[src/rtl/dimpwm_pkg.sv]
package dimpwm_pkg;

   // Timebase source select carried on mode_i
   typedef enum logic [1:0] {
      SRC_DIVIDER   = 2'b00,
      SRC_EXT_CLOCK = 2'b01,
      SRC_EXT_PWM   = 2'b10,
      SRC_SPARE     = 2'b11
   } dim_src_e;

endpackage

[src/rtl/dimpwm_sync.sv]
module dimpwm_sync #(
   parameter int unsigned STAGES = 2
) (
   input  logic clk,
   input  logic rst_n,
   input  logic d_i,
   output logic q_o
);

   logic [STAGES-1:0] chain_q;

   generate
      if (STAGES < 1) begin : g_bad_depth
         $error("dimpwm_sync: STAGES must be at least 1");
      end
      if (STAGES == 1) begin : g_single
         always_ff @(posedge clk) begin
            if (!rst_n) chain_q <= '0;
            else        chain_q <= d_i;
         end
      end else begin : g_chain
         always_ff @(posedge clk) begin
            if (!rst_n) chain_q <= '0;
            else        chain_q <= {chain_q[STAGES-2:0], d_i};
         end
      end
   endgenerate

   assign q_o = chain_q[STAGES-1];

endmodule

[src/rtl/dimpwm_tick.sv]
module dimpwm_tick
   import dimpwm_pkg::*;
#(
   parameter int unsigned DIV_W       = 24,
   parameter int unsigned SYNC_STAGES = 2
) (
   input  logic             clk,
   input  logic             rst_n,
   input  logic [1:0]       mode_i,
   input  logic [DIV_W-1:0] div_i,
   input  logic             ext_clk_i,
   output logic             tick_o
);

   logic             use_div;
   logic             use_ext;
   logic [DIV_W-1:0] cnt_q;
   logic [DIV_W-1:0] div_last;
   logic             div_hit;
   logic             ck_s;
   logic             ck_d_q;
   logic             ck_edge;

   assign use_div = (mode_i == SRC_DIVIDER) || (mode_i == SRC_SPARE);
   assign use_ext = (mode_i == SRC_EXT_CLOCK);

   // Divider: terminal count is div_i-1, a zero ratio behaves as one
   assign div_last = (div_i == '0) ? '0 : (div_i - DIV_W'(1));
   assign div_hit  = (cnt_q >= div_last);

   always_ff @(posedge clk) begin
      if (!rst_n || !use_div) cnt_q <= '0;
      else if (div_hit)       cnt_q <= '0;
      else                    cnt_q <= cnt_q + DIV_W'(1);
   end

   // External clock: both edges count as sub-steps
   dimpwm_sync #(.STAGES(SYNC_STAGES)) ck_sync_i (
      .clk   (clk),
      .rst_n (rst_n),
      .d_i   (ext_clk_i),
      .q_o   (ck_s)
   );

   always_ff @(posedge clk) begin
      if (!rst_n) ck_d_q <= 1'b0;
      else        ck_d_q <= ck_s;
   end

   assign ck_edge = ck_s ^ ck_d_q;

   assign tick_o = (use_div && div_hit) || (use_ext && ck_edge);

endmodule

[src/rtl/dimpwm_phase.sv]
module dimpwm_phase #(
   parameter int unsigned PHASE_W     = 8,
   parameter int unsigned LEVEL_W     = 9,
   parameter int unsigned MIN_LEVEL   = 25,
   parameter int unsigned SLICE_SHIFT = 1
) (
   input  logic               clk,
   input  logic               rst_n,
   input  logic               tick_i,
   input  logic [LEVEL_W-1:0] level_i,
   output logic               chop_o,
   output logic               slice_o,
   output logic               start_o
);

   localparam int unsigned   STEPS    = 1 << PHASE_W;
   localparam logic [PHASE_W:0] FULL_THR = (PHASE_W+1)'(STEPS);
   localparam logic [PHASE_W:0] MIN_THR  = (PHASE_W+1)'(MIN_LEVEL);

   generate
      if (LEVEL_W <= PHASE_W) begin : g_bad_level
         $error("dimpwm_phase: LEVEL_W must exceed PHASE_W to reach full scale");
      end
      if (MIN_LEVEL >= STEPS) begin : g_bad_floor
         $error("dimpwm_phase: MIN_LEVEL must be below the step count");
      end
      if (SLICE_SHIFT > PHASE_W) begin : g_bad_slice
         $error("dimpwm_phase: SLICE_SHIFT exceeds PHASE_W");
      end
   endgenerate

   logic [PHASE_W-1:0] ph_q;
   logic [PHASE_W-1:0] ph_n;
   logic [PHASE_W:0]   thr_q;
   logic [PHASE_W:0]   lvl_thr;
   logic [PHASE_W:0]   thr_use;
   logic               wrap;
   logic               slice_hit;

   assign wrap = (ph_q == {PHASE_W{1'b1}});
   assign ph_n = ph_q + PHASE_W'(1);

   // Level to on-steps: floor at the bottom, saturate at full scale
   always_comb begin
      if (level_i >= LEVEL_W'(STEPS))          lvl_thr = FULL_THR;
      else if (level_i < LEVEL_W'(MIN_LEVEL))  lvl_thr = MIN_THR;
      else                                     lvl_thr = level_i[PHASE_W:0];
   end

   // A new level only takes effect on the step that opens a period
   assign thr_use = wrap ? lvl_thr : thr_q;

   generate
      if (SLICE_SHIFT == 0) begin : g_slice_every
         assign slice_hit = 1'b1;
      end else begin : g_slice_grouped
         assign slice_hit = (ph_n[SLICE_SHIFT-1:0] == '0);
      end
   endgenerate

   always_ff @(posedge clk) begin
      if (!rst_n) begin
         ph_q    <= {PHASE_W{1'b1}};
         thr_q   <= '0;
         chop_o  <= 1'b0;
         slice_o <= 1'b0;
         start_o <= 1'b0;
      end else if (tick_i) begin
         ph_q    <= ph_n;
         if (wrap) thr_q <= lvl_thr;
         chop_o  <= ({1'b0, ph_n} < thr_use);
         slice_o <= slice_hit;
         start_o <= wrap;
      end else begin
         slice_o <= 1'b0;
         start_o <= 1'b0;
      end
   end

endmodule

[src/rtl/dimpwm_gen.sv]
module dimpwm_gen
   import dimpwm_pkg::*;
#(
   parameter int unsigned LEVEL_W     = 9,
   parameter int unsigned PHASE_W     = 8,
   parameter int unsigned SLICE_SHIFT = 1,
   parameter int unsigned MIN_LEVEL   = 25,
   parameter int unsigned DIV_W       = 24,
   parameter int unsigned SYNC_STAGES = 2
) (
   input  logic               clk,
   input  logic               rst_n,
   input  logic [1:0]         mode_i,
   input  logic [LEVEL_W-1:0] level_i,
   input  logic [DIV_W-1:0]   div_i,
   input  logic               ext_clk_i,
   input  logic               ext_pwm_i,
   output logic               dim_on_o,
   output logic               slice_o,
   output logic               period_start_o
);

   generate
      if (DIV_W < 1) begin : g_bad_div
         $error("dimpwm_gen: DIV_W must be at least 1");
      end
      if (SYNC_STAGES < 2) begin : g_bad_sync
         $error("dimpwm_gen: SYNC_STAGES must be at least 2");
      end
   endgenerate

   logic tick;
   logic chop;
   logic pwm_s;
   logic pass_q;
   logic pass_sel;

   dimpwm_tick #(
      .DIV_W       (DIV_W),
      .SYNC_STAGES (SYNC_STAGES)
   ) tick_i (
      .clk       (clk),
      .rst_n     (rst_n),
      .mode_i    (mode_i),
      .div_i     (div_i),
      .ext_clk_i (ext_clk_i),
      .tick_o    (tick)
   );

   dimpwm_phase #(
      .PHASE_W     (PHASE_W),
      .LEVEL_W     (LEVEL_W),
      .MIN_LEVEL   (MIN_LEVEL),
      .SLICE_SHIFT (SLICE_SHIFT)
   ) phase_i (
      .clk     (clk),
      .rst_n   (rst_n),
      .tick_i  (tick),
      .level_i (level_i),
      .chop_o  (chop),
      .slice_o (slice_o),
      .start_o (period_start_o)
   );

   // Pass-through path for an external dimming waveform
   dimpwm_sync #(.STAGES(SYNC_STAGES)) pwm_sync_i (
      .clk   (clk),
      .rst_n (rst_n),
      .d_i   (ext_pwm_i),
      .q_o   (pwm_s)
   );

   always_ff @(posedge clk) begin
      if (!rst_n) pass_q <= 1'b0;
      else        pass_q <= pwm_s;
   end

   assign pass_sel = (mode_i == SRC_EXT_PWM);
   assign dim_on_o = pass_sel ? pass_q : chop;

endmodule

[config.mk]
export PLATFORM = sky130hd
export DESIGN_NAME = dimpwm_gen
export DESIGN_NICKNAME = d
export VERILOG_FILES = /design/src/rtl/dimpwm_pkg.sv /design/src/rtl/dimpwm_sync.sv /design/src/rtl/dimpwm_tick.sv /design/src/rtl/dimpwm_phase.sv /design/src/rtl/dimpwm_gen.sv
export SDC_FILE = /design/constraint.sdc
export NUM_CORES = 1
export LEC_CHECK = 0
export BUFFER_PORTS_ARGS = -buffer_cell sky130_fd_sc_hd__buf_4
export CAP_MARGIN = 0
export CORE_ASPECT_RATIO = 1.25
export CORE_MARGIN = 4
export CORE_UTILIZATION = 59
export CTS_CLUSTER_DIAMETER = 60
export DETAILED_ROUTE_END_ITERATION = 6
export GPL_TIMING_DRIVEN = 0
export PLACE_DENSITY = 0.92
export SLEW_MARGIN = 10
export SYNTH_ARGS = -nofsm -noshare
export SYNTH_HDL_FRONTEND = slang
export SYNTH_SLANG_ARGS = --single-unit
[constraint.sdc]
create_clock -name clk -period 3.85 [get_ports clk]
set_input_delay 0.385 -clock clk [delete_from_list [all_inputs] [get_ports clk]]
set_output_delay 0.385 -clock clk [all_outputs]
set_load 0.05 [all_outputs]
==> flow_metrics.env, run 1 <==
export IMPL_synth_cell_area_um2=3560
export IMPL_ctsHtreeMaxLevel=2
export IMPL_timing_clock_skew_ns=0.00543
export IMPL_route_detailed_vias_per_inst=5.92
export IMPL_fmax_mhz=266
export IMPL_pin_slew_with_the_least_headroom_to_its_limit_ns=0.781
export IMPL_peakVddDrop_v=0.000230
export IMPL_seq_cells_post_synth=50
export IMPL_synth_fp_nets=505
export IMPL_routed_wirelength_mm=8.36
export IMPL_worstHoldPathType="input pin to register"
export IMPL_drt_initial_drc_count=174
export IMPL_areaGrowthSynthToFinish_pct=16.7
export IMPL_number_of_enable_type_register_cells_in_the_synthesized_netlist=0
export IMPL_post_synthesis_compound_gate_area_fraction_pct=12.0
export IMPL_start_kind="input pin"
export IMPL_setup_viol=0
export IMPL_share_of_cell_area_taken_by_muxes_after_synthesis_pct=2.28
export IMPL_clock_root_buffer="clkbuf_8"
export IMPL_routed_via_count=3254
export IMPL_gp_routability_congestion=0.868
export IMPL_final_hold_viol_count=0
export IMPL_clock_tree_buffer_depth=2
export IMPL_synth_top_cells_by_area="dfxtp_1 28%, ha_1 13%, xor2_1 8.4%, nand2_1 5.5%, nor2_1 4.7%"
export IMPL_layout_drive_gt1_share_pct=18.2
export IMPL_pin_count=42
export IMPL_dp_slack_ns=-0.350
export IMPL_dieHeight_um=94.9
export IMPL_grt_remaining_overflow=0
export IMPL_clkTransAtPathRegs_ns=0.09
export IMPL_place_port_buffers=40
export IMPL_syn_area_per_cell_um2=8.31
export IMPL_setup_worst_path_class="input pin to register"
export IMPL_synth_most_common_cell="nand2_1"
export IMPL_gr_usage_all_layers_pct=23.0
export IMPL_outcome="complete, no violations"
export IMPL_design_core_area_um2=5820
export IMPL_num_rows=31
export IMPL_worstPathArrival_ns=4.00
export IMPL_synthTopCellsByCount="52 x nand2_1, 50 x dfxtp_1, 45 x nor2_1"
export IMPL_asyncSetResetFlopFracSynth_pct=0
export IMPL_route_detailed_drc=0
export IMPL_max_cap_violations=0
export IMPL_die_width_um=77.5
export IMPL_part_of_the_cycle_the_worst_path_needs_pct=97.8
export IMPL_period_needed_ns=3.76
export IMPL_diode_count=0
export IMPL_final_max_slew_violation_count=0
export IMPL_finalPower_mw=1.06
export IMPL_design_die_area_um2=7360
export IMPL_yosys_cell_types_count=57
export IMPL_synth_simple_gate_area_share_pct=29.6
export IMPL_dominant_combinational_cell_family_by_area_after_synthesis="simple AND/OR/NAND/NOR gates"
export IMPL_first_global_vias=3266
export IMPL_clock_latency_ns=0.30
export IMPL_yosysTopAreaCellShare_pct=28.1
export IMPL_antenna_violating_nets_post_route=0
export IMPL_timing_slew_headroom_pct=47.5
export IMPL_yosys_area_top_type="dfxtp_1"
export IMPL_syn_inst=429
export IMPL_postSynth_topFlopCell="dfxtp_1"
export IMPL_cts_tree="done"
export IMPL_grt_max_degree=16
export IMPL_crit_fanout=5
export IMPL_clock_sinks=50
export IMPL_critical_path_required_ns=4.09
export IMPL_setup_ws_ns=0.0863
export IMPL_ys_warnings_count=0
export IMPL_tritoncts_buffers=5
export IMPL_post_drt_wl_per_cell_um=15.2
export IMPL_total_leakage_power_nw=1.90
export IMPL_synth_xor_area_share_pct=11.8
export IMPL_setup_tns_ns=0
export IMPL_detail_route_first_pass_iterations=4
export IMPL_antenna_found_initial=0
export IMPL_synth_seq_area_share_pct=28.1
export IMPL_power_density_cell_area_nw_per_um2=254
export IMPL_yosys_area_share_adder_pct=13.0
export IMPL_global_route_wire_length_before_repair_mm=14.0
export IMPL_initial_utilization_pct=61.3
export IMPL_finish_net_count=560
export IMPL_worstSetupEndpointType="register"
export IMPL_dp_hpwl_mm=6.40
==> path summary, 6_finish.rpt <==
path / startpoint / end / slack (ns) / depth (start not counted)
max: div_i[5] / phase_i.ph_q[3]$_SDFFE_PN1P_ / 0.09 / 15
min: ext_pwm_i / pwm_sync_i.chain_q[0]$_SDFF_PN0_ / 0.29 / 2
max reg2reg: phase_i.ph_q[0]$_SDFFE_PN1P_ / phase_i.chop_o$_SDFFE_PN0P_ / 0.32 / 12
min reg2reg: pwm_sync_i.chain_q[0]$_SDFF_PN0_ / pwm_sync_i.chain_q[1]$_SDFF_PN0_ / 0.44 / 1
==> cells in the final DEF, fill, tap and decap left out, drive strengths merged, types with 13 or more instances in the layout <==
cell    netlist  layout
clkbuf        7      15
nor2         47      47
nand3        21      21
nand2        52      52
ha           37      37
dfxtp        50      50
nand4        13      13
xnor2        14      14
a21oi        13      13
buf           7      52
nor3         13      13
xor2         34      34
inv          13      14
==> per-layer routing <==
| metal | vias to the layer above | GRT usage [%] | wire [um] |
|---|---|---|---|
| met1 | 1543 | 23.7 | 3380 |
| met3 | 13 | 3.72 | 298 |
| met2 | 67 | 46.0 | 4530 |
| met4 | 0 | 8.61 | 149 |
| met5 | - | 0 | 0 |
| li1 | 1631 | - | - |
==> sequential cells by signal, indices dropped and copies added (netlist names) <==
register,cells
phase_i.thr_q,9
phase_i.ph_q,8
phase_i.start_o,1
tick_i.cnt_q,24
tick_i.ck_sync_i.chain_q,2
phase_i.chop_o,1
pwm_sync_i.chain_q,2
pass_q,1
phase_i.slice_o,1
tick_i.ck_d_q,1
==> cell type report <==
cell class	instances	area, um2
plain buffers	14	77.6
clock inverters	2	13.8
flip-flops and latches	50	1000
fillers	427	1660
repair buffers	48	360
multi-input cells	352	2510
inverters	13	48.8
well taps	66	82.6
clock buffers	5	68.8
==> through the flow <==
step / instance area (um2) / instances / hold slack (ns) / utilization (%)
after floorplan: 3560 / 429 / 0.412 / -
after global placement: 3950 / 535 / 0.415 / 67.8
after detailed placement: 3950 / 535 / 0.424 / 67.8
after CTS: 4040 / 542 / 0.282 / 69.4
after global routing: 4160 / 550 / 0.297 / 71.5
final: 4160 / 550 / 0.286 / 71.5
==> report_power, final <==
group          internal, mW  switching, mW  leakage, nW
Sequential            0.525        0.00614        0.405
Combinational         0.106          0.129         1.45
Clock                 0.126          0.166       0.0444
==> worst max-delay path, stage by stage <==
cell      delay (ns)
buf_4           0.13
or4_4           0.57
nor2_4          0.18
nand4_4         0.14
or3_4           0.38
nor3b_2         0.16
a21oi_1         0.07
ha_1            0.31
nand4_1         0.19
nor4_4          0.33
nand4_1         0.21
o2111a_2        0.36
buf_4           0.15
or3_1           0.34
nand3_1         0.08
==> kinds of logic (layout without fill, tap and decap cells) <==
kind of cell	count (synthesis)	in the layout
mux	8	8
simple gates	199	199
buf+inv	27	82
compound gates	60	60
xor+xnor	48	48
flops	50	50
fa+ha+maj	37	37
==> what timing repair did <==
item | CTS | global route
pin swaps | 0 | 7
hold buffers | 0 | 0
gates resized for setup | 1 | 16
buffers inserted | 0 | 8
endpoints found under the setup margin | 27 | 40
No activity file was read; power rests on OpenSTA's default activity.
==> run 2, diff against run 1 <==
--- a/config.mk
+++ b/config.mk
@@ -13,7 +13,7 @@
 export CTS_CLUSTER_DIAMETER = 60
 export DETAILED_ROUTE_END_ITERATION = 6
 export GPL_TIMING_DRIVEN = 0
-export PLACE_DENSITY = 0.92
+export PLACE_DENSITY_LB_ADDON = 0.25
 export SLEW_MARGIN = 10
 export SYNTH_ARGS = -nofsm -noshare
 export SYNTH_HDL_FRONTEND = slang
==> flow_metrics.env, run 2 (synthesis results as in run 1) <==
export IMPL_ctsHtreeMaxLevel=2
export IMPL_worstHoldPathType="input pin to register"
export IMPL_total_leakage_power_nw=1.96
export IMPL_design_die_area_um2=7360
export IMPL_final_hold_viol_count=0
export IMPL_antenna_violating_nets_post_route=0
export IMPL_max_cap_violations=0
export IMPL_power_density_cell_area_nw_per_um2=268
export IMPL_cts_tree="done"
export IMPL_largest_register="tick_i.cnt_q"
export IMPL_num_rows=31
export IMPL_grt_remaining_overflow=0
export IMPL_timing_clock_skew_ns=0.0132
export IMPL_layout_cells_most_common="nand2_1"
export IMPL_setup_viol=0
export IMPL_rr_startpoint="phase_i.ph_q[0]$_SDFFE_PN1P_"
export IMPL_finish_net_count=564
export IMPL_grt_max_degree=16
export IMPL_peakVddDrop_v=0.000344
export IMPL_first_global_vias=3185
export IMPL_route_detailed_vias_per_inst=5.85
export IMPL_outcome="complete, no violations"
export IMPL_crit_fanout=8
export IMPL_diode_count=0
export IMPL_initial_utilization_pct=61.3
export IMPL_place_port_buffers=40
export IMPL_drt_initial_drc_count=146
export IMPL_post_drt_wl_per_cell_um=15.4
export IMPL_layout_drive_gt1_share_pct=20.4
export IMPL_finalPower_mw=1.15
export IMPL_worstSetupEndpointType="register"
export IMPL_rr_endpoint="phase_i.chop_o$_SDFFE_PN0P_"
export IMPL_setup_worst_path_class="input pin to register"
export IMPL_start_kind="input pin"
export IMPL_most_common_layout_cells="51 x nand2_1, 50 x buf_4, 50 x dfxtp_1, 45 x nor2_1, 37 x ha_1"
export IMPL_hold_path_endpoint="tick_i.ck_sync_i.chain_q[0]$_SDFF_PN0_"
export IMPL_gp_routability_congestion=0.855
export IMPL_gr_usage_all_layers_pct=23.0
export IMPL_clock_root_buffer="clkbuf_8"
export IMPL_r2r_worst_path_cells=12
export IMPL_timing_slew_headroom_pct=44.8
export IMPL_setup_tns_ns=0
export IMPL_clock_latency_ns=0.31
export IMPL_design_core_area_um2=5820
export IMPL_fmax_mhz=262
export IMPL_tritoncts_buffers=5
export IMPL_hold_depth=2
export IMPL_ff2ff_setup_slack_ns=0.28
export IMPL_route_detailed_drc=0
export IMPL_clkTransAtPathRegs_ns=0.08
export IMPL_dieHeight_um=94.9
export IMPL_antenna_found_initial=0
export IMPL_final_max_slew_violation_count=0
export IMPL_worstPathArrival_ns=4.06
export IMPL_clock_tree_buffer_depth=2
export IMPL_hold_start="ext_clk_i"
export IMPL_die_width_um=77.5
export IMPL_pin_slew_with_the_least_headroom_to_its_limit_ns=0.822
export IMPL_detail_route_first_pass_iterations=4
export IMPL_part_of_the_cycle_the_worst_path_needs_pct=99.3
export IMPL_areaGrowthSynthToFinish_pct=20.0
export IMPL_top_regs="tick_i.cnt_q (24), phase_i.thr_q (9), phase_i.ph_q (8)"
export IMPL_routed_wirelength_mm=8.52
export IMPL_clock_sinks=50
export IMPL_routed_via_count=3246
export IMPL_largest_register_ffs=24
export IMPL_dp_hpwl_mm=6.32
export IMPL_global_route_wire_length_before_repair_mm=13.7
export IMPL_pin_count=42
export IMPL_period_needed_ns=3.82
export IMPL_grt_setup_unrepaired="yes"
export IMPL_critical_path_required_ns=4.09
==> run 2: critical path, stage by stage <==
cell and delay (ns):
buf_8 0.10, or4_4 0.56, buf_6 0.14, nor2_4 0.16, nand4_4 0.15, or3_4 0.44, nor3b_2 0.18, a21oi_1 0.06
ha_1 0.31, nand4_1 0.18, nor4_4 0.34, nand4_1 0.21, o2111a_2 0.40, buf_6 0.16, nor3_1 0.15, nand3b_1 0.13
==> run 2: report_power, final <==
| group | leakage, nW | switching (mW) | internal (mW) | total [mW] |
|---|---|---|---|---|
| clock network | 0.0514 | 0.174 | 0.194 | 0.368 |
| logic | 1.50 | 0.136 | 0.111 | 0.247 |
| registers | 0.405 | 0.00673 | 0.525 | 0.532 |
| total | 1.96 | 0.316 | 0.830 | 1.15 |
==> run 2: area by class of cell <==
type                       count  area (um2)
buffer                        14        87.6
timing repair buffer          51         402
clock inverter                 2        37.5
multi-input combinational    353        2550
clock buffer                   6        72.6
inverter                      13        48.8
fill                         438        1540
tap                           66        82.6
sequential                    50        1000
==> run 2: layer usage <==
| metal | global-route usage, % | vias up | part of all wire, % |
|---|---|---|---|
| li1 | - | 1644 | - |
| met1 | 23.4 | 1496 | 40 |
| met2 | 45.2 | 86 | 54 |
| met3 | 4.01 | 20 | 4.0 |
| met4 | 10.4 | 0 | 2.7 |
| met5 | 0 | - | 0 |
==> run 2: worst max-delay path by stage <==
stage	to	startpoint	slack [ns]
floorplan	phase_i.ph_q[3]$_SDFFE_PN1P_	div_i[5]	0.32
global placement	phase_i.ph_q[1]$_SDFFE_PN1P_	div_i[5]	-0.25
detailed placement	tick_i.cnt_q[5]$_SDFF_PP0_	div_i[5]	-0.38
CTS	tick_i.cnt_q[5]$_SDFF_PP0_	div_i[5]	0.004
global route	phase_i.ph_q[5]$_SDFFE_PN1P_	div_i[4]	-0.15
finish	phase_i.ph_q[5]$_SDFFE_PN1P_	div_i[4]	0.03
==> run 2: repair_timing <==
item	CTS	global route
setup buffers	0	10
pin swaps	0	27
resized for setup	1	41
endpoints found under the hold margin	0	0
endpoints found under the setup margin	29	44
hold buffers	0	0
gates cloned	0	2
==> run 2: metrics by stage <==
step	instances	hold slack, ns	instance area [um2]	setup WS, ns	utilization, %
2_1_floorplan	429	0.412	3560	0.324	-
3_3_place_gp	535	0.414	3950	-0.255	67.8
3_5_place_dp	535	0.431	3950	-0.379	67.8
4_1_cts	543	0.278	4060	0.00417	69.8
5_1_grt	555	0.277	4280	-0.145	73.5
6_report	555	0.289	4280	0.0262	73.5
